File: src/rtl/alu_pkg.sv
package alu_pkg;

   localparam int OPC_W = 6;
   localparam int FN_W  = 6;

   // primary opcodes
   localparam logic [OPC_W-1:0] OPC_REG   = 6'd0;
   localparam logic [OPC_W-1:0] OPC_ADDI  = 6'd8;
   localparam logic [OPC_W-1:0] OPC_ADDIU = 6'd9;
   localparam logic [OPC_W-1:0] OPC_SLTI  = 6'd10;
   localparam logic [OPC_W-1:0] OPC_ANDI  = 6'd12;
   localparam logic [OPC_W-1:0] OPC_ORI   = 6'd13;
   localparam logic [OPC_W-1:0] OPC_XORI  = 6'd14;
   localparam logic [OPC_W-1:0] OPC_LUI   = 6'd15;

   // function codes under OPC_REG
   localparam logic [FN_W-1:0] FN_SLL  = 6'd0;
   localparam logic [FN_W-1:0] FN_SRL  = 6'd2;
   localparam logic [FN_W-1:0] FN_SRA  = 6'd3;
   localparam logic [FN_W-1:0] FN_SLLV = 6'd4;
   localparam logic [FN_W-1:0] FN_SRLV = 6'd6;
   localparam logic [FN_W-1:0] FN_SRAV = 6'd7;
   localparam logic [FN_W-1:0] FN_ADD  = 6'd32;
   localparam logic [FN_W-1:0] FN_ADDU = 6'd33;
   localparam logic [FN_W-1:0] FN_SUB  = 6'd34;
   localparam logic [FN_W-1:0] FN_SUBU = 6'd35;
   localparam logic [FN_W-1:0] FN_AND  = 6'd36;
   localparam logic [FN_W-1:0] FN_OR   = 6'd37;
   localparam logic [FN_W-1:0] FN_XOR  = 6'd38;
   localparam logic [FN_W-1:0] FN_NOR  = 6'd39;
   localparam logic [FN_W-1:0] FN_SLT  = 6'd42;

   typedef enum logic [3:0] {
      ALU_NONE,
      ALU_ADD,
      ALU_SUB,
      ALU_SLT,
      ALU_AND,
      ALU_OR,
      ALU_XOR,
      ALU_NOR,
      ALU_LUI,
      ALU_SHL,
      ALU_SHR,
      ALU_SAR
   } alu_op_e;

   typedef struct packed {
      alu_op_e op;
      logic    use_imm;
      logic    imm_sext;
      logic    shamt_var;
      logic    ovf_en;
      logic    illegal;
   } alu_ctrl_t;

endpackage

File: src/rtl/alu_decode.sv
module alu_decode
   import alu_pkg::*;
(
   input  logic [OPC_W-1:0] opcode,
   input  logic [FN_W-1:0]  funct,
   output alu_ctrl_t        ctrl
);

   always_comb begin
      ctrl = '{op: ALU_NONE, use_imm: 1'b0, imm_sext: 1'b0,
               shamt_var: 1'b0, ovf_en: 1'b0, illegal: 1'b0};
      case (opcode)
         OPC_REG: begin
            case (funct)
               FN_ADD:  begin ctrl.op = ALU_ADD; ctrl.ovf_en = 1'b1; end
               FN_ADDU: ctrl.op = ALU_ADD;
               FN_SUB:  begin ctrl.op = ALU_SUB; ctrl.ovf_en = 1'b1; end
               FN_SUBU: ctrl.op = ALU_SUB;
               FN_SLT:  ctrl.op = ALU_SLT;
               FN_AND:  ctrl.op = ALU_AND;
               FN_OR:   ctrl.op = ALU_OR;
               FN_XOR:  ctrl.op = ALU_XOR;
               FN_NOR:  ctrl.op = ALU_NOR;
               FN_SLL:  ctrl.op = ALU_SHL;
               FN_SRL:  ctrl.op = ALU_SHR;
               FN_SRA:  ctrl.op = ALU_SAR;
               FN_SLLV: begin ctrl.op = ALU_SHL; ctrl.shamt_var = 1'b1; end
               FN_SRLV: begin ctrl.op = ALU_SHR; ctrl.shamt_var = 1'b1; end
               FN_SRAV: begin ctrl.op = ALU_SAR; ctrl.shamt_var = 1'b1; end
               default: ctrl.illegal = 1'b1;
            endcase
         end
         OPC_ADDI: begin
            ctrl.op = ALU_ADD; ctrl.use_imm = 1'b1;
            ctrl.imm_sext = 1'b1; ctrl.ovf_en = 1'b1;
         end
         OPC_ADDIU: begin
            ctrl.op = ALU_ADD; ctrl.use_imm = 1'b1; ctrl.imm_sext = 1'b1;
         end
         OPC_SLTI: begin
            ctrl.op = ALU_SLT; ctrl.use_imm = 1'b1; ctrl.imm_sext = 1'b1;
         end
         OPC_ANDI: begin ctrl.op = ALU_AND; ctrl.use_imm = 1'b1; end
         OPC_ORI:  begin ctrl.op = ALU_OR;  ctrl.use_imm = 1'b1; end
         OPC_XORI: begin ctrl.op = ALU_XOR; ctrl.use_imm = 1'b1; end
         OPC_LUI:  begin ctrl.op = ALU_LUI; ctrl.use_imm = 1'b1; end
         default:  ctrl.illegal = 1'b1;
      endcase
   end

endmodule

File: src/rtl/alu_operand_sel.sv
module alu_operand_sel
   import alu_pkg::*;
#(
   parameter int XLEN  = 32,
   parameter int IMM_W = 16,
   localparam int SHAMT_W = $clog2(XLEN)
)(
   input  alu_ctrl_t          ctrl,
   input  logic [XLEN-1:0]    rs_val,
   input  logic [XLEN-1:0]    rt_val,
   input  logic [IMM_W-1:0]   imm,
   input  logic [SHAMT_W-1:0] shamt,
   output logic [XLEN-1:0]    b_op,
   output logic [SHAMT_W-1:0] amt
);

   localparam int EXT_W = XLEN - IMM_W;

   logic [XLEN-1:0] imm_ext;

   always_comb begin
      if (ctrl.imm_sext)
         imm_ext = {{EXT_W{imm[IMM_W-1]}}, imm};
      else
         imm_ext = {{EXT_W{1'b0}}, imm};
      b_op = ctrl.use_imm ? imm_ext : rt_val;
      amt  = ctrl.shamt_var ? rs_val[SHAMT_W-1:0] : shamt;
   end

endmodule

File: src/rtl/alu_shifter.sv
module alu_shifter #(
   parameter int XLEN   = 32,
   parameter bit BARREL = 1'b1,
   localparam int SHAMT_W = $clog2(XLEN)
)(
   input  logic [XLEN-1:0]    val,
   input  logic [SHAMT_W-1:0] amt,
   input  logic               left,
   input  logic               arith,
   output logic [XLEN-1:0]    out
);

   generate
      if (BARREL) begin : g_barrel
         logic [XLEN-1:0] lch [0:SHAMT_W];
         logic [XLEN-1:0] rch [0:SHAMT_W];
         logic            fill;

         assign fill   = arith & val[XLEN-1];
         assign lch[0] = val;
         assign rch[0] = val;

         for (genvar g = 0; g < SHAMT_W; g++) begin : g_stage
            localparam int SH = 1 << g;
            assign lch[g+1] = amt[g] ? {lch[g][XLEN-1-SH:0], {SH{1'b0}}} : lch[g];
            assign rch[g+1] = amt[g] ? {{SH{fill}}, rch[g][XLEN-1:SH]} : rch[g];
         end

         assign out = left ? lch[SHAMT_W] : rch[SHAMT_W];
      end else begin : g_operator
         always_comb begin
            if (left)
               out = val << amt;
            else if (arith)
               out = $unsigned($signed(val) >>> amt);
            else
               out = val >> amt;
         end
      end
   endgenerate

endmodule

File: src/rtl/alu_core.sv
module alu_core
   import alu_pkg::*;
#(
   parameter int XLEN   = 32,
   parameter int IMM_W  = 16,
   parameter bit BARREL = 1'b1,
   localparam int SHAMT_W = $clog2(XLEN)
)(
   input  alu_ctrl_t          ctrl,
   input  logic [XLEN-1:0]    a_op,
   input  logic [XLEN-1:0]    b_op,
   input  logic [SHAMT_W-1:0] amt,
   output logic [XLEN-1:0]    res,
   output logic               ovf
);

   localparam int LOW_W = XLEN - IMM_W;

   logic            is_sub;
   logic [XLEN-1:0] b_adj;
   logic [XLEN-1:0] sum;
   logic            raw_ovf;
   logic [XLEN-1:0] sh_out;

   assign is_sub  = (ctrl.op == ALU_SUB);
   assign b_adj   = is_sub ? ~b_op : b_op;
   assign sum     = a_op + b_adj + {{(XLEN-1){1'b0}}, is_sub};
   assign raw_ovf = (a_op[XLEN-1] == b_adj[XLEN-1]) && (sum[XLEN-1] != a_op[XLEN-1]);

   alu_shifter #(.XLEN(XLEN), .BARREL(BARREL)) u_shift (
      .val   (b_op),
      .amt   (amt),
      .left  (ctrl.op == ALU_SHL),
      .arith (ctrl.op == ALU_SAR),
      .out   (sh_out)
   );

   always_comb begin
      ovf = 1'b0;
      case (ctrl.op)
         ALU_ADD, ALU_SUB: begin
            res = sum;
            ovf = ctrl.ovf_en & raw_ovf;
         end
         ALU_SLT: res = {{(XLEN-1){1'b0}}, ($signed(a_op) < $signed(b_op))};
         ALU_AND: res = a_op & b_op;
         ALU_OR:  res = a_op | b_op;
         ALU_XOR: res = a_op ^ b_op;
         ALU_NOR: res = ~(a_op | b_op);
         ALU_LUI: res = {b_op[IMM_W-1:0], {LOW_W{1'b0}}};
         ALU_SHL, ALU_SHR, ALU_SAR: res = sh_out;
         default: res = '0;
      endcase
   end

endmodule

File: src/rtl/alu_exec.sv
module alu_exec
   import alu_pkg::*;
#(
   parameter int XLEN    = 32,
   parameter int IMM_W   = 16,
   parameter bit OUT_REG = 1'b0,
   parameter bit BARREL  = 1'b1,
   localparam int SHAMT_W = $clog2(XLEN)
)(
   input  logic               clk,
   input  logic               rst_n,
   input  logic [OPC_W-1:0]   opcode,
   input  logic [FN_W-1:0]    funct,
   input  logic [SHAMT_W-1:0] shamt,
   input  logic [XLEN-1:0]    rs_val,
   input  logic [XLEN-1:0]    rt_val,
   input  logic [IMM_W-1:0]   imm,
   output logic [XLEN-1:0]    result,
   output logic               overflow,
   output logic               illegal
);

   // elaboration-time parameter checks
   generate
      if (XLEN != (1 << SHAMT_W)) begin : g_bad_xlen
         $error("alu_exec: XLEN must be a power of two");
      end
      if (IMM_W < 1 || IMM_W >= XLEN) begin : g_bad_imm
         $error("alu_exec: IMM_W must lie between 1 and XLEN-1");
      end
   endgenerate

   alu_ctrl_t          ctrl;
   logic [XLEN-1:0]    b_op;
   logic [SHAMT_W-1:0] amt;
   logic [XLEN-1:0]    res_c;
   logic               ovf_c;
   logic               ill_c;

   alu_decode u_dec (
      .opcode (opcode),
      .funct  (funct),
      .ctrl   (ctrl)
   );

   alu_operand_sel #(.XLEN(XLEN), .IMM_W(IMM_W)) u_opsel (
      .ctrl   (ctrl),
      .rs_val (rs_val),
      .rt_val (rt_val),
      .imm    (imm),
      .shamt  (shamt),
      .b_op   (b_op),
      .amt    (amt)
   );

   alu_core #(.XLEN(XLEN), .IMM_W(IMM_W), .BARREL(BARREL)) u_core (
      .ctrl (ctrl),
      .a_op (rs_val),
      .b_op (b_op),
      .amt  (amt),
      .res  (res_c),
      .ovf  (ovf_c)
   );

   assign ill_c = ctrl.illegal;

   generate
      if (OUT_REG) begin : g_reg
         always_ff @(posedge clk or negedge rst_n) begin
            if (!rst_n) begin
               result   <= '0;
               overflow <= 1'b0;
               illegal  <= 1'b0;
            end else begin
               result   <= res_c;
               overflow <= ovf_c;
               illegal  <= ill_c;
            end
         end

         AST_REG_FOLLOWS: assert property (@(posedge clk) disable iff (!rst_n)
            1'b1 |=> (result == $past(res_c)) && (illegal == $past(ill_c)))
            else $error("registered output does not follow");
      end else begin : g_comb
         assign result   = res_c;
         assign overflow = ovf_c;
         assign illegal  = ill_c;
      end
   endgenerate

   // checks on the decoded, pre-register outputs
   AST_ILLEGAL_ZERO: assert property (@(posedge clk) disable iff (!rst_n)
      ill_c |-> (res_c == '0) && !ovf_c)
      else $error("illegal op leaked a value");

   AST_NO_OVERFLOW: assert property (@(posedge clk) disable iff (!rst_n)
      ((opcode == OPC_REG && (funct == FN_ADDU || funct == FN_SUBU)) ||
       opcode == OPC_ADDIU || opcode == OPC_SLTI || opcode == OPC_LUI ||
       opcode == OPC_ANDI || opcode == OPC_ORI || opcode == OPC_XORI) |-> !ovf_c)
      else $error("overflow from a non-trapping op");

   AST_SLT_BOOL: assert property (@(posedge clk) disable iff (!rst_n)
      (opcode == OPC_SLTI || (opcode == OPC_REG && funct == FN_SLT))
         |-> (res_c[XLEN-1:1] == '0))
      else $error("compare result not 0 or 1");

   AST_LUI_LOW_ZERO: assert property (@(posedge clk) disable iff (!rst_n)
      (opcode == OPC_LUI) |-> (res_c[XLEN-IMM_W-1:0] == '0))
      else $error("upper-immediate low half not zero");

   AST_ANDI_ZEXT: assert property (@(posedge clk) disable iff (!rst_n)
      (opcode == OPC_ANDI) |-> (res_c[XLEN-1:IMM_W] == '0))
      else $error("masking immediate was sign-extended");

endmodule

File: config.mk
export PLATFORM = sky130hd
export DESIGN_NAME = alu_exec
export DESIGN_NICKNAME = d
export VERILOG_FILES = /design/src/rtl/alu_pkg.sv /design/src/rtl/alu_decode.sv /design/src/rtl/alu_operand_sel.sv /design/src/rtl/alu_shifter.sv /design/src/rtl/alu_core.sv /design/src/rtl/alu_exec.sv
export SDC_FILE = /design/constraint.sdc
export NUM_CORES = 1
export LEC_CHECK = 0
export BUFFER_PORTS_ARGS = -buffer_cell sky130_fd_sc_hd__buf_2
export CAP_MARGIN = 40
export CORE_MARGIN = 5
export CORE_UTILIZATION = 39
export DETAILED_ROUTE_END_ITERATION = 8
export SYNTH_ARGS = -nofsm -noshare
export SYNTH_HDL_FRONTEND = slang
export SYNTH_SLANG_ARGS = --single-unit
File: constraint.sdc
create_clock -name vclk -period 17.1
set_input_delay 5.13 -clock vclk [all_inputs]
set_output_delay 5.13 -clock vclk [all_outputs]
set_load 0.05 [all_outputs]
Word-level counts from Yosys, hierarchy flattened
Index checks and enable logic that the tools add are counted.
{ "classes": {"add_sub_neg": 2, "magnitude_cmp": 1, "n_eq_ne": 34, "n_mux": 27, "n_bitwise": 7, "n_reduce_logical": 16} }
{ "op_table": {"columns": ["op", "n"], "rows": [
  ["32-bit 2-to-1 mux", 14],
  ["32-bit case mux with 8 select lines", 1],
  ["32-bit inverter", 2],
  ["6-bit == test (second input constant)", 9],
  ["6-bit by 4-bit == test with 1-bit output (second input constant)", 7],
  ["4-bit case mux with 10 select lines", 1],
  ["32-bit by 1-bit adder with 32-bit output", 1],
  ["32-bit adder", 1],
  ["32-bit AND", 1],
  ["32-bit < comparator", 1],
  ["32-bit OR", 1],
  ["32-bit bitwise XOR", 1],
  ["4-bit case mux with 7 select lines", 1],
  ["6-bit by 3-bit == test with 1-bit output (second input constant)", 3],
  ["4-bit by 3-bit == test with 1-bit output (second input constant)", 4],
  ["4-bit == test (second input constant)", 4],
  ["2-bit OR reduction", 8],
  ["15-bit OR reduction", 1],
  ["6-bit by 2-bit == test with 1-bit output (second input constant)", 2],
  ["6-bit zero test", 2],
  ["3-bit OR reduction", 3],
  ["4-bit by 2-bit == test with 1-bit output (second input constant)", 2],
  ["1-bit 2-to-1 mux", 7],
  ["7-bit OR reduction", 1],
  ["other kinds (7)", 9]
]} }
{ "word_totals": {"register_bits": 0, "in_bits": 99, "wordCells": 87} }

Logic depth before layout (Yosys ltp)
Gate-level depths: netlist of run 1.
{ "depth": {"ltp_word": 13, "ltp_mapped": 19} }

Hierarchy
A second synthesis of run 1 with hierarchy kept.
{ "unflattened": {"cells_unflattened": 1385, "area_unflattened_um2": 10517.6} }
{ "by_module_without_submodules": {"columns": ["module", "instances", "cells_each", "area_each_um2", "seq_area_each_um2"], "rows": [
  ["alu_core", 1, 754, 5290.1, 0.0],
  ["alu_shifter", 1, 529, 4476.8, 0.0],
  ["alu_operand_sel", 1, 59, 485.5, 0.0],
  ["alu_decode", 1, 43, 265.3, 0.0]
]} }

Least setup slack after synthesis of run 1
OpenSTA, ideal clock, no wires.
{ "synth_timing": {"path_type": "input port to output port", "from": "in opcode[0]", "to": "out result[16]", "arrival_ps": 9438, "path_slack_ps": 2532, "path_stages": 17, "n_path_buf": 3, "cell_sequence": "buf_6 > or3_1 > a211oi_4 > and4_1 > clkbuf_1 > buf_1 > xnor2_1 > ha_1 > nor2b_1 > o311a_1 > o211ai_1 > a21oi_1 > a31oi_1 > o21bai_1 > a21oi_1 > xor2_1 > o211ai_1"} }
{ "synth_between": {"elab_chain_len": 12} }
{ "synth_lines": {"columns": ["item", "line_no", "rtl"], "rows": [
  ["start: declaration", "alu_exec.sv:12", "input logic [OPC_W-1:0] opcode,"],
  ["branches (longest 11 deep; another with 32-bit adder)", null, null],
  ["32-bit case mux with 8 select lines *", "alu_core.sv:40", "case (ctrl.op)"],
  ["end: declaration", "alu_exec.sv:18", "output logic [XLEN-1:0] result,"]
]} }
Every way passes the cells marked *.

Worst setup path after layout of run 1
{ "layout_timing": {"from": "in opcode[3]", "to": "out result[20]"} }
Same word-level chain as after synthesis.

==> results of run 1 <==
==> power by group through the flow <==
stage | combinational (mW) | clock, mW | sequential (mW)
after floorplan | 0.235 | 0 | 0
after global placement | 0.339 | 0 | 0
after detailed placement | 0.341 | 0 | 0
after CTS | 0.343 | 0 | 0
after global routing | 0.375 | 0 | 0
final | 0.350 | 0 | 0
==> worst min-delay path by stage <==
stage                   start  endpoint  slack, ns
global route        opcode[4]  overflow      10.82
global placement    opcode[4]  overflow      10.80
CTS                 opcode[4]  overflow      10.80
detailed placement  opcode[4]  overflow      10.79
floorplan           opcode[4]  overflow      10.50
finish              opcode[4]  overflow      10.80
==> stage by stage <==
stage / power, mW / setup slack (ns)
global placement: 0.339 / 1.80
detailed placement: 0.341 / 1.82
finish: 0.350 / 1.67
CTS: 0.343 / 1.80
floorplan: 0.235 / 2.53
global route: 0.375 / 1.54
==> placed cells by master (no fill, tap or decap), types with 18 or more instances in the layout <==
| master | Yosys | routed |
|---|---|---|
| a211oi_1 | 28 | 28 |
| a21oi_1 | 103 | 103 |
| buf_2 | 22 | 131 |
| buf_4 | 7 | 25 |
| ha_1 | 130 | 130 |
| inv_1 | 69 | 69 |
| mux2i_1 | 134 | 129 |
| nand2_1 | 154 | 154 |
| nand3_1 | 18 | 18 |
| nor2_1 | 115 | 115 |
| nor3_1 | 22 | 22 |
| o211ai_1 | 44 | 44 |
| o21ai_0 | 80 | 80 |
| o22ai_1 | 21 | 21 |
| xnor2_1 | 50 | 50 |
==> kinds of logic after synthesis <==
logic type               after synthesis  synth area share (%)
adder cells (fa/ha/maj)              131                  17.4
buffers and inverters                172                  7.91
multiplexers                         163                  18.1
XOR/XNOR                              60                  5.56
AO/OA/AOI/OAI                        451                  32.3
AND/OR/NAND/NOR                      385                  18.7
==> layout make-up <==
class | count | area share [%]
Timing Repair Buffer | 158 | 8.49
Multi-Input combinational cell | 1190 | 84.6
Inverter | 84 | 3.04
Tap cell | 324 | 3.90
==> layer usage <==
| layer | routed length, microns | vias to the layer above | track usage, % |
|---|---|---|---|
| met5 | 13 | - | 0 |
| met4 | 1860 | 2 | 9.83 |
| met3 | 3360 | 96 | 2.48 |
| met2 | 19300 | 577 | 47.9 |
| met1 | 18500 | 5199 | 39.9 |
| li1 | - | 5157 | - |
==> impl_metrics.yaml, run 1 <==
setup_path:
  crit_path_max_incr_delay_ns: 0.74
  setup.worst_path.start_class: "input pin"
  end_kind: "output pin"
  cp_slowest_cell: "and4_2"
  cp_num_buf_inv: 2
  worst_setup_path_endpoint: "result[20]"
  timing.critical_path.cells: "buf_2, or4_4, a211oi_4, and4_2, a22oi_1, fa_1, nor2b_1, o311a_1, o211ai_1, a21oi_1, and3_1, o21ai_0, nand2_1, xor2_1, a222oi_1, o211ai_1, buf_2"
  levels_on_crit_path: 17
  critPathLaunch: "opcode[3]"
  crit_path_dat_ns: 10.30
  data_required_time_of_the_worst_path_ns: 11.97
  cp_top_family: "compound AO/OA/AOI/OAI gates"
  worstSetupPathType: "in2out"
  worst-path-max-fanout: 18
cells_and_area:
  layout-area-overhead-vs-synth_pct: 9.87
  finish.instance_area_sq_mm: 0.0104
  final_util_pct: 43.1
  ff_latch_area_sq_um: 0
  finalNetCount: 1664
  fillers: 2635
  antenna_cells_inserted: 0
  multi_input_comb_area_sq_mm: 0.00878
  nClkBuffers: 0
  proportion_of_layout_cells_with_a_drive_suffix_above_1_pct: 17.3
  layout.sequential_cells: 0
  number_of_cells_in_the_finished_layout_apart_from_fillers: 1756
sta:
  period_needed_ns: 15.43
  post-route-period-util_pct: 90.2
  setup-violations-final: 0
  finalHoldViolations: 0
  worstMarginPinSlew_ns: 0.912
  fmaxAchievable_ghz: 0.0648
  report.final.slew_viol_count: 0
  slew_headroom_pct: 37.9
  rsz0062_at_grt: "no"
  holdWs_ns: 10.80
  fin_tns_setup_ns: 0
yosys:
  synth_commonest_cells: "154 x nand2_1, 134 x mux2i_1, 130 x ha_1"
  post-synth-top-count-cell: "nand2_1"
  synth_top_area_share_pct: 17.2
  post_syn_nets: 1592
  ys_seq_area_share_pct: 0
  post_synth_main_area_contributors: "ha_1 17%, mux2i_1 14%, nand2_1 6.1%"
  yosys_warnings: 0
  distinct_cell_type_count_after_synthesis: 94
  post_synth_instance_area_sq_mm: 0.00945
  post_synthesis_cell_count: 1362
  yosys.area.top_type: "ha_1"
  avgSynthCellArea_sq_um: 6.94
floorplanning:
  placementRows: 57
  pin_count: 133
  floorplan.initialDensity_pct: 39.2
  die_area_sq_mm: 0.0275
  die_h_microns: 166
  core_region_area_sq_mm: 0.0241
  floorplan.die.width_microns: 166
global_routing:
  gr-total-overflow: 0
  grt_first_pass_wirelength_microns: 63500
  first_global_vias: 10000
  antenna_found_initial: 1
  grt_start_max_net_pins: 61
  global_route.usage.total_pct: 29.0
routing:
  wirelength_microns: 43100
  vias_per_cell: 6.28
  route.antenna.remaining_nets: 0
  detail_route.drc_violations: 0
  vias: 11000
  drt-wirelength-per-cell_microns: 24.5
  drt_pass1_iterations: 6
  number_of_design_rule_violations_left_by_the_first_detailed_router_iteration: 1295
pwr:
  switchingPower_mw: 0.231
  intPower_mw: 0.120
  share_clk_of_total_power_pct: 0
  cellPowerDensity_mw_per_mm2: 33.7
  vdd.ir_drop.worst_v: 0.0000179
  power.share.switching_pct: 65.8
  p_comb_share_pct: 100.0
  leakage_nw: 4.83
  power.share.sequential_pct: 0
clock_tree:
  cts_setup_buffers: 0
  cts_repair_resize_count: 0
  cts.hold.buffers_added: 0
placement:
  dp.cells: 1756
  post-dp-hpwl_microns: 33900
  cell_area_after_placement_sq_mm: 0.0104
  gpl.final_weighted_congestion: 1.02
  io_buffers: 131
run_status:
  status: "completed"
min_path:
  holdPathStages: 4
  hold_path_class: "in2out"
run:
  max_cap_viol_count: 0
No activity file was read; power rests on OpenSTA's default activity.
==> run 2: changes to the inputs <==
--- a/config.mk
+++ b/config.mk
@@ -5,6 +5,7 @@
 export SDC_FILE = /design/constraint.sdc
 export NUM_CORES = 1
 export LEC_CHECK = 0
+export ABC_AREA = 1
 export BUFFER_PORTS_ARGS = -buffer_cell sky130_fd_sc_hd__buf_2
 export CAP_MARGIN = 40
 export CORE_MARGIN = 5
==> constraint.sdc (replaced) <==
create_clock -name vclk -period 18.32
set_input_delay 5.496 -clock vclk [all_inputs]
set_output_delay 5.496 -clock vclk [all_outputs]
set_load 0.05 [all_outputs]
==> run 2 against run 1 <==
Count of clock-buffer cells in the layout did not move; global-route usage decreased by 1.1 points; total power shrank 11%; core utilization decreased by 0.50 points; synthesized cell count grew 31%; setup slack improved by 0.52 ns; critical path depth increased by 8; via count grew 9.6%; final area down 0.88%; sequential cell count did not move; combinational power shrank 11%; critical endpoint is now result[18].
==> impl_metrics.yaml, run 2 <==
yosys:
  yosys.area.top_type: "nand2_1"
  yosys_warnings: 0
  avgSynthCellArea_sq_um: 5.36
  post-synth-top-count-cell: "nand2_1"
  synth_commonest_cells: "584 x nand2_1, 191 x inv_1, 186 x nand3_1"
  post_synth_main_area_contributors: "nand2_1 23%, ha_1 17%, nand3_1 9.8%"
  post_synthesis_cell_count: 1778
  post_syn_nets: 2008
  post_synth_instance_area_sq_mm: 0.00953
  synth_top_area_share_pct: 23.0
  distinct_cell_type_count_after_synthesis: 58
  ys_seq_area_share_pct: 0
setup_path:
  timing.critical_path.mode_cell: "nand2_1"
  setup.worst_path.start_class: "input pin"
  crit_path_dat_ns: 10.63
  crit_path_max_incr_delay_ns: 0.62
  data_required_time_of_the_worst_path_ns: 12.82
  worst-path-max-fanout: 33
  cp_slowest_cell: "o21ai_0"
  end_kind: "output pin"
  cp_num_buf_inv: 7
  worstSetupPathType: "in2out"
  cp_top_family: "simple AND/OR/NAND/NOR gates"
min_path:
  hold_path_class: "in2out"
floorplanning:
  die_area_sq_mm: 0.0277
  floorplan.die.width_microns: 166
  pin_count: 133
  core_region_area_sq_mm: 0.0242
  floorplan.initialDensity_pct: 39.4
  placementRows: 57
  die_h_microns: 166
cells_and_area:
  finish.instance_area_sq_mm: 0.0103
  fillers: 2776
  antenna_cells_inserted: 0
  finalNetCount: 2071
  number_of_cells_in_the_finished_layout_apart_from_fillers: 2163
  most_common_cell_after_layout_fill_and_taps_aside: "nand2_1"
  layout-area-overhead-vs-synth_pct: 8.03
  layout.sequential_cells: 0
  proportion_of_layout_cells_with_a_drive_suffix_above_1_pct: 12.6
  ff_latch_area_sq_um: 0
  leading_cell_types_in_the_layout_fill_and_taps_excluded: "584 x nand2_1, 191 x inv_1, 186 x nand3_1, 131 x buf_2, 130 x ha_1"
  nClkBuffers: 0
  final_util_pct: 42.6
run_status:
  status: "completed"
placement:
  io_buffers: 131
  post-place-ws_ns: 2.34
  gpl.final_weighted_congestion: 0.998
  dp.cells: 2163
  post-dp-hpwl_microns: 33000
  cell_area_after_placement_sq_mm: 0.0103
sta:
  holdWs_ns: 11.50
  fin_tns_setup_ns: 0
  slew_headroom_pct: 40.0
  finalWorstSetupSlack_ns: 2.19
  worstMarginPinSlew_ns: 0.898
  period_needed_ns: 16.13
  report.final.slew_viol_count: 0
  post-route-period-util_pct: 88.0
  setup-violations-final: 0
  fmaxAchievable_ghz: 0.0620
  finalHoldViolations: 0
  rsz0062_at_grt: "no"
routing:
  wirelength_microns: 41000
  detail_route.drc_violations: 0
  drt-wirelength-per-cell_microns: 19.0
  route.antenna.remaining_nets: 0
  vias: 12100
  drt_pass1_iterations: 6
  vias_per_cell: 5.59
  number_of_design_rule_violations_left_by_the_first_detailed_router_iteration: 1305
global_routing:
  grt_first_pass_wirelength_microns: 62400
  grt_start_max_net_pins: 86
  global_route.usage.total_pct: 27.9
  gr-total-overflow: 0
  first_global_vias: 11200
  antenna_found_initial: 0
pwr:
  p_comb_share_pct: 100.0
  switchingPower_mw: 0.217
  power.share.sequential_pct: 0
  intPower_mw: 0.0961
  leakage_nw: 5.70
  share_clk_of_total_power_pct: 0
  vdd.ir_drop.worst_v: 0.0000153
  power_mw: 0.313
  cellPowerDensity_mw_per_mm2: 30.4
  power.share.switching_pct: 69.3
clock_tree:
  cts_repair_resize_count: 0
  cts.hold.buffers_added: 0
  cts_setup_buffers: 0
run:
  max_cap_viol_count: 0
[run 2: cell count changes in the layout (fill, tap and decap cells not counted), moves of 17 or more]
cell,previous run,this run
nor2_1,115,85
nand2_1,154,584
o22ai_1,21,4
o21ai_2,1,27
inv_1,69,191
xor2_1,10,33
nand3_1,18,186
o21ai_1,7,65
xnor2_1,50,3
mux2i_1,129,1
[run 2: path summary, 6_finish.rpt]
path | startpoint | end | slack [ns] | cells after the start
max | opcode[4] | result[18] | 2.19 | 25
min | rs_val[31] | overflow | 11.50 | 4
[run 2: cells by family (layout without fill, tap and decap cells)]
family	Yosys count	in the layout	synth area share, %
AOI/OAI and AO/OA	380	380	24.9
xor gates and xnor gates	36	36	3.31
adders and majority gates	131	131	17.3
buffers and inverters	302	363	13.4
muxes	1	1	0.105
and+or+nand+nor	928	928	41.1
[run 2: cell type report]
type,count,area (sq um),share of cell area [%]
multi-input cells,1476,8300,80.6
inverters,218,821,7.97
repair buffers,145,773,7.51
well taps,324,405,3.94
[run 2: worst min-delay path, delay by kind of cell]
| kind | cells | cell delay [ns] |
|---|---|---|
| buffers and inverters | 2 | 0.34 |
| AO/OA/AOI/OAI | 1 | 0.09 |
| AND/OR/NAND/NOR | 1 | 0.08 |
[run 2: metal layers]
layer  global-route usage (%)  vias to the layer above  wire length, microns  share of wire [%]
met2                     47.8                      453                 19000                 46
met4                     6.72                        0                  1170                2.9
met5                        0                        -                     0                  0
li1                         -                     6020                     -                  -
met3                     2.50                       56                  2870                7.0
met1                     37.9                     5556                 18000                 44
[run 2: power by group through the flow]
stage          sequential (mW)  clock [mW]  combinational (mW)
2_1_floorplan                0           0               0.222
3_3_place_gp                 0           0               0.305
3_5_place_dp                 0           0               0.307
4_1_cts                      0           0               0.308
5_1_grt                      0           0               0.348
6_report                     0           0               0.313
==> run 3: changes to the inputs <==
==> constraint.sdc (replaced) <==
create_clock -name vclk -period 16
set_input_delay 4.8 -clock vclk [all_inputs]
set_output_delay 4.8 -clock vclk [all_outputs]
set_load 0.05 [all_outputs]
==> run 3 against run 2 <==
Die area stayed put; total power is 15% higher; first-iteration DRC count is 0.84% higher; non-clock buffer count is 1 lower; routed wire length hardly changed; via count is 1.3% higher; hold slack worse by 1.4 ns; cell count hardly changed; global-route usage hardly changed; sequential share of layout area stayed put; sequential cell count stayed put; core utilization is 0.052 points higher.
==> impl_metrics.yaml, run 3 (synthesis gave the netlist of run 2 again) <==
global_routing:
  globalRouteMet3Util_pct: 2.33
  grt.busiest_layer: "met2"
  grt_start_max_net_pins: 86
  global_route.usage.total_pct: 27.9
  gr-total-overflow: 0
  met2_track_usage_gr_pct: 47.1
  first_global_vias: 11300
  gr_met1_demand_resource_pct: 37.8
  grt_first_pass_wirelength_microns: 62600
  antenna_found_initial: 0
setup_path:
  critPathLaunch: "opcode[1]"
  worstSetupPathType: "in2out"
  end_kind: "output pin"
  worst-path-max-fanout: 29
  crit_path_dat_ns: 9.74
  setup.worst_path.start_class: "input pin"
  worst_setup_path_endpoint: "result[18]"
  data_required_time_of_the_worst_path_ns: 11.20
cells_and_area:
  antenna_cells_inserted: 0
  nClkBuffers: 0
  leading_cell_types_in_the_layout_fill_and_taps_excluded: "584 x nand2_1, 191 x inv_1, 186 x nand3_1, 131 x buf_2, 130 x ha_1"
  proportion_of_layout_cells_with_a_drive_suffix_above_1_pct: 12.5
  ff_latch_area_sq_um: 0
  multi_input_comb_area_sq_mm: 0.00830
  fillers: 2759
  layout.sequential_cells: 0
  finish.instance_area_sq_mm: 0.0103
  layout-area-overhead-vs-synth_pct: 8.17
  finalNetCount: 2070
  most_common_cell_after_layout_fill_and_taps_aside: "nand2_1"
routing:
  drt_pass1_iterations: 6
  wirelength_microns: 41000
  detail_route.drc_violations: 0
  number_of_design_rule_violations_left_by_the_first_detailed_router_iteration: 1316
  route.antenna.remaining_nets: 0
  drt-wirelength-per-cell_microns: 19.0
  vias: 12200
  vias_per_cell: 5.66
sta:
  setup-violations-final: 0
  fin_tns_setup_ns: 0
  rsz0062_at_grt: "no"
  worstMarginPinSlew_ns: 0.951
  post-route-period-util_pct: 90.9
  slew_headroom_pct: 36.5
  finalHoldViolations: 0
  fmaxAchievable_ghz: 0.0688
  period_needed_ns: 14.54
  report.final.slew_viol_count: 0
floorplanning:
  die_area_sq_mm: 0.0277
  pin_count: 133
  floorplan.initialDensity_pct: 39.4
  floorplan.die.width_microns: 166
  core_region_area_sq_mm: 0.0242
  die_h_microns: 166
  placementRows: 57
min_path:
  holdPathStages: 4
  hold_path_class: "in2out"
clock_tree:
  cts_repair_resize_count: 0
  cts_setup_buffers: 0
  cts.hold.buffers_added: 0
placement:
  gpl.final_weighted_congestion: 0.984
  cell_area_after_placement_sq_mm: 0.0103
  io_buffers: 131
  post-dp-hpwl_microns: 33100
pwr:
  vdd.ir_drop.worst_v: 0.0000181
  leakage_nw: 5.70
  cellPowerDensity_mw_per_mm2: 34.8
run:
  max_cap_viol_count: 0
run_status:
  status: "completed"
## run 3: stage by stage
stage          cells  hold WS (ns)  total power [mW]  setup WS (ns)  util, %
3_5_place_dp    2162         10.12             0.352           1.56     42.6
3_3_place_gp    2160         10.10             0.349           1.56     42.4
2_1_floorplan   1778          9.95             0.254           2.93        -
4_1_cts         2162         10.12             0.354           1.54     42.6
6_report        2162         10.13             0.359           1.46     42.6
5_1_grt         2162         10.14             0.398           1.16     42.6
## run 3: final cells by class
type / count / area share, %
well taps: 324 / 3.93
multi-input cells: 1476 / 80.5
repair buffers: 144 / 7.62
inverters: 218 / 7.96
## run 3: worst min path at each step
| stage | from | to | slack (ns) |
|---|---|---|---|
| 2_1_floorplan | rs_val[31] | overflow | 9.95 |
| 3_3_place_gp | rs_val[31] | overflow | 10.10 |
| 3_5_place_dp | rs_val[31] | overflow | 10.12 |
| 4_1_cts | rs_val[31] | overflow | 10.12 |
| 5_1_grt | rs_val[31] | overflow | 10.14 |
| 6_report | rs_val[31] | overflow | 10.13 |
## run 3: where the power goes
group	leakage [nW]	total (mW)	switching [mW]	internal, mW
registers	0	0	0	0
clock network	0	0	0	0
logic	5.70	0.359	0.249	0.110
total	5.70	0.359	0.249	0.110
## run 3: worst max-delay path, cell delays in order
cell and delay, ns:
buf_2 0.12, nand2_1 0.12, inv_2 0.07, nand2_1 0.42, nand2_1 0.19, nor2_2 0.15
nand4_2 0.32, buf_4 0.40, xor2_1 0.20, ha_1 0.37, nand3_1 0.13, nand2_1 0.11
nand2_1 0.08, o21ai_0 0.28, inv_1 0.10, o21ai_0 0.55, nand2_1 0.11, nand2_1 0.12
a21oi_1 0.08, a2111oi_0 0.54, nand2_1 0.20, buf_2 0.26
## run 3: routing by layer
layer	part of all wire, %	wire [microns]
met2	46	18700
met5	0	0
met3	7.5	3080
met4	3.6	1480
met1	43	17800
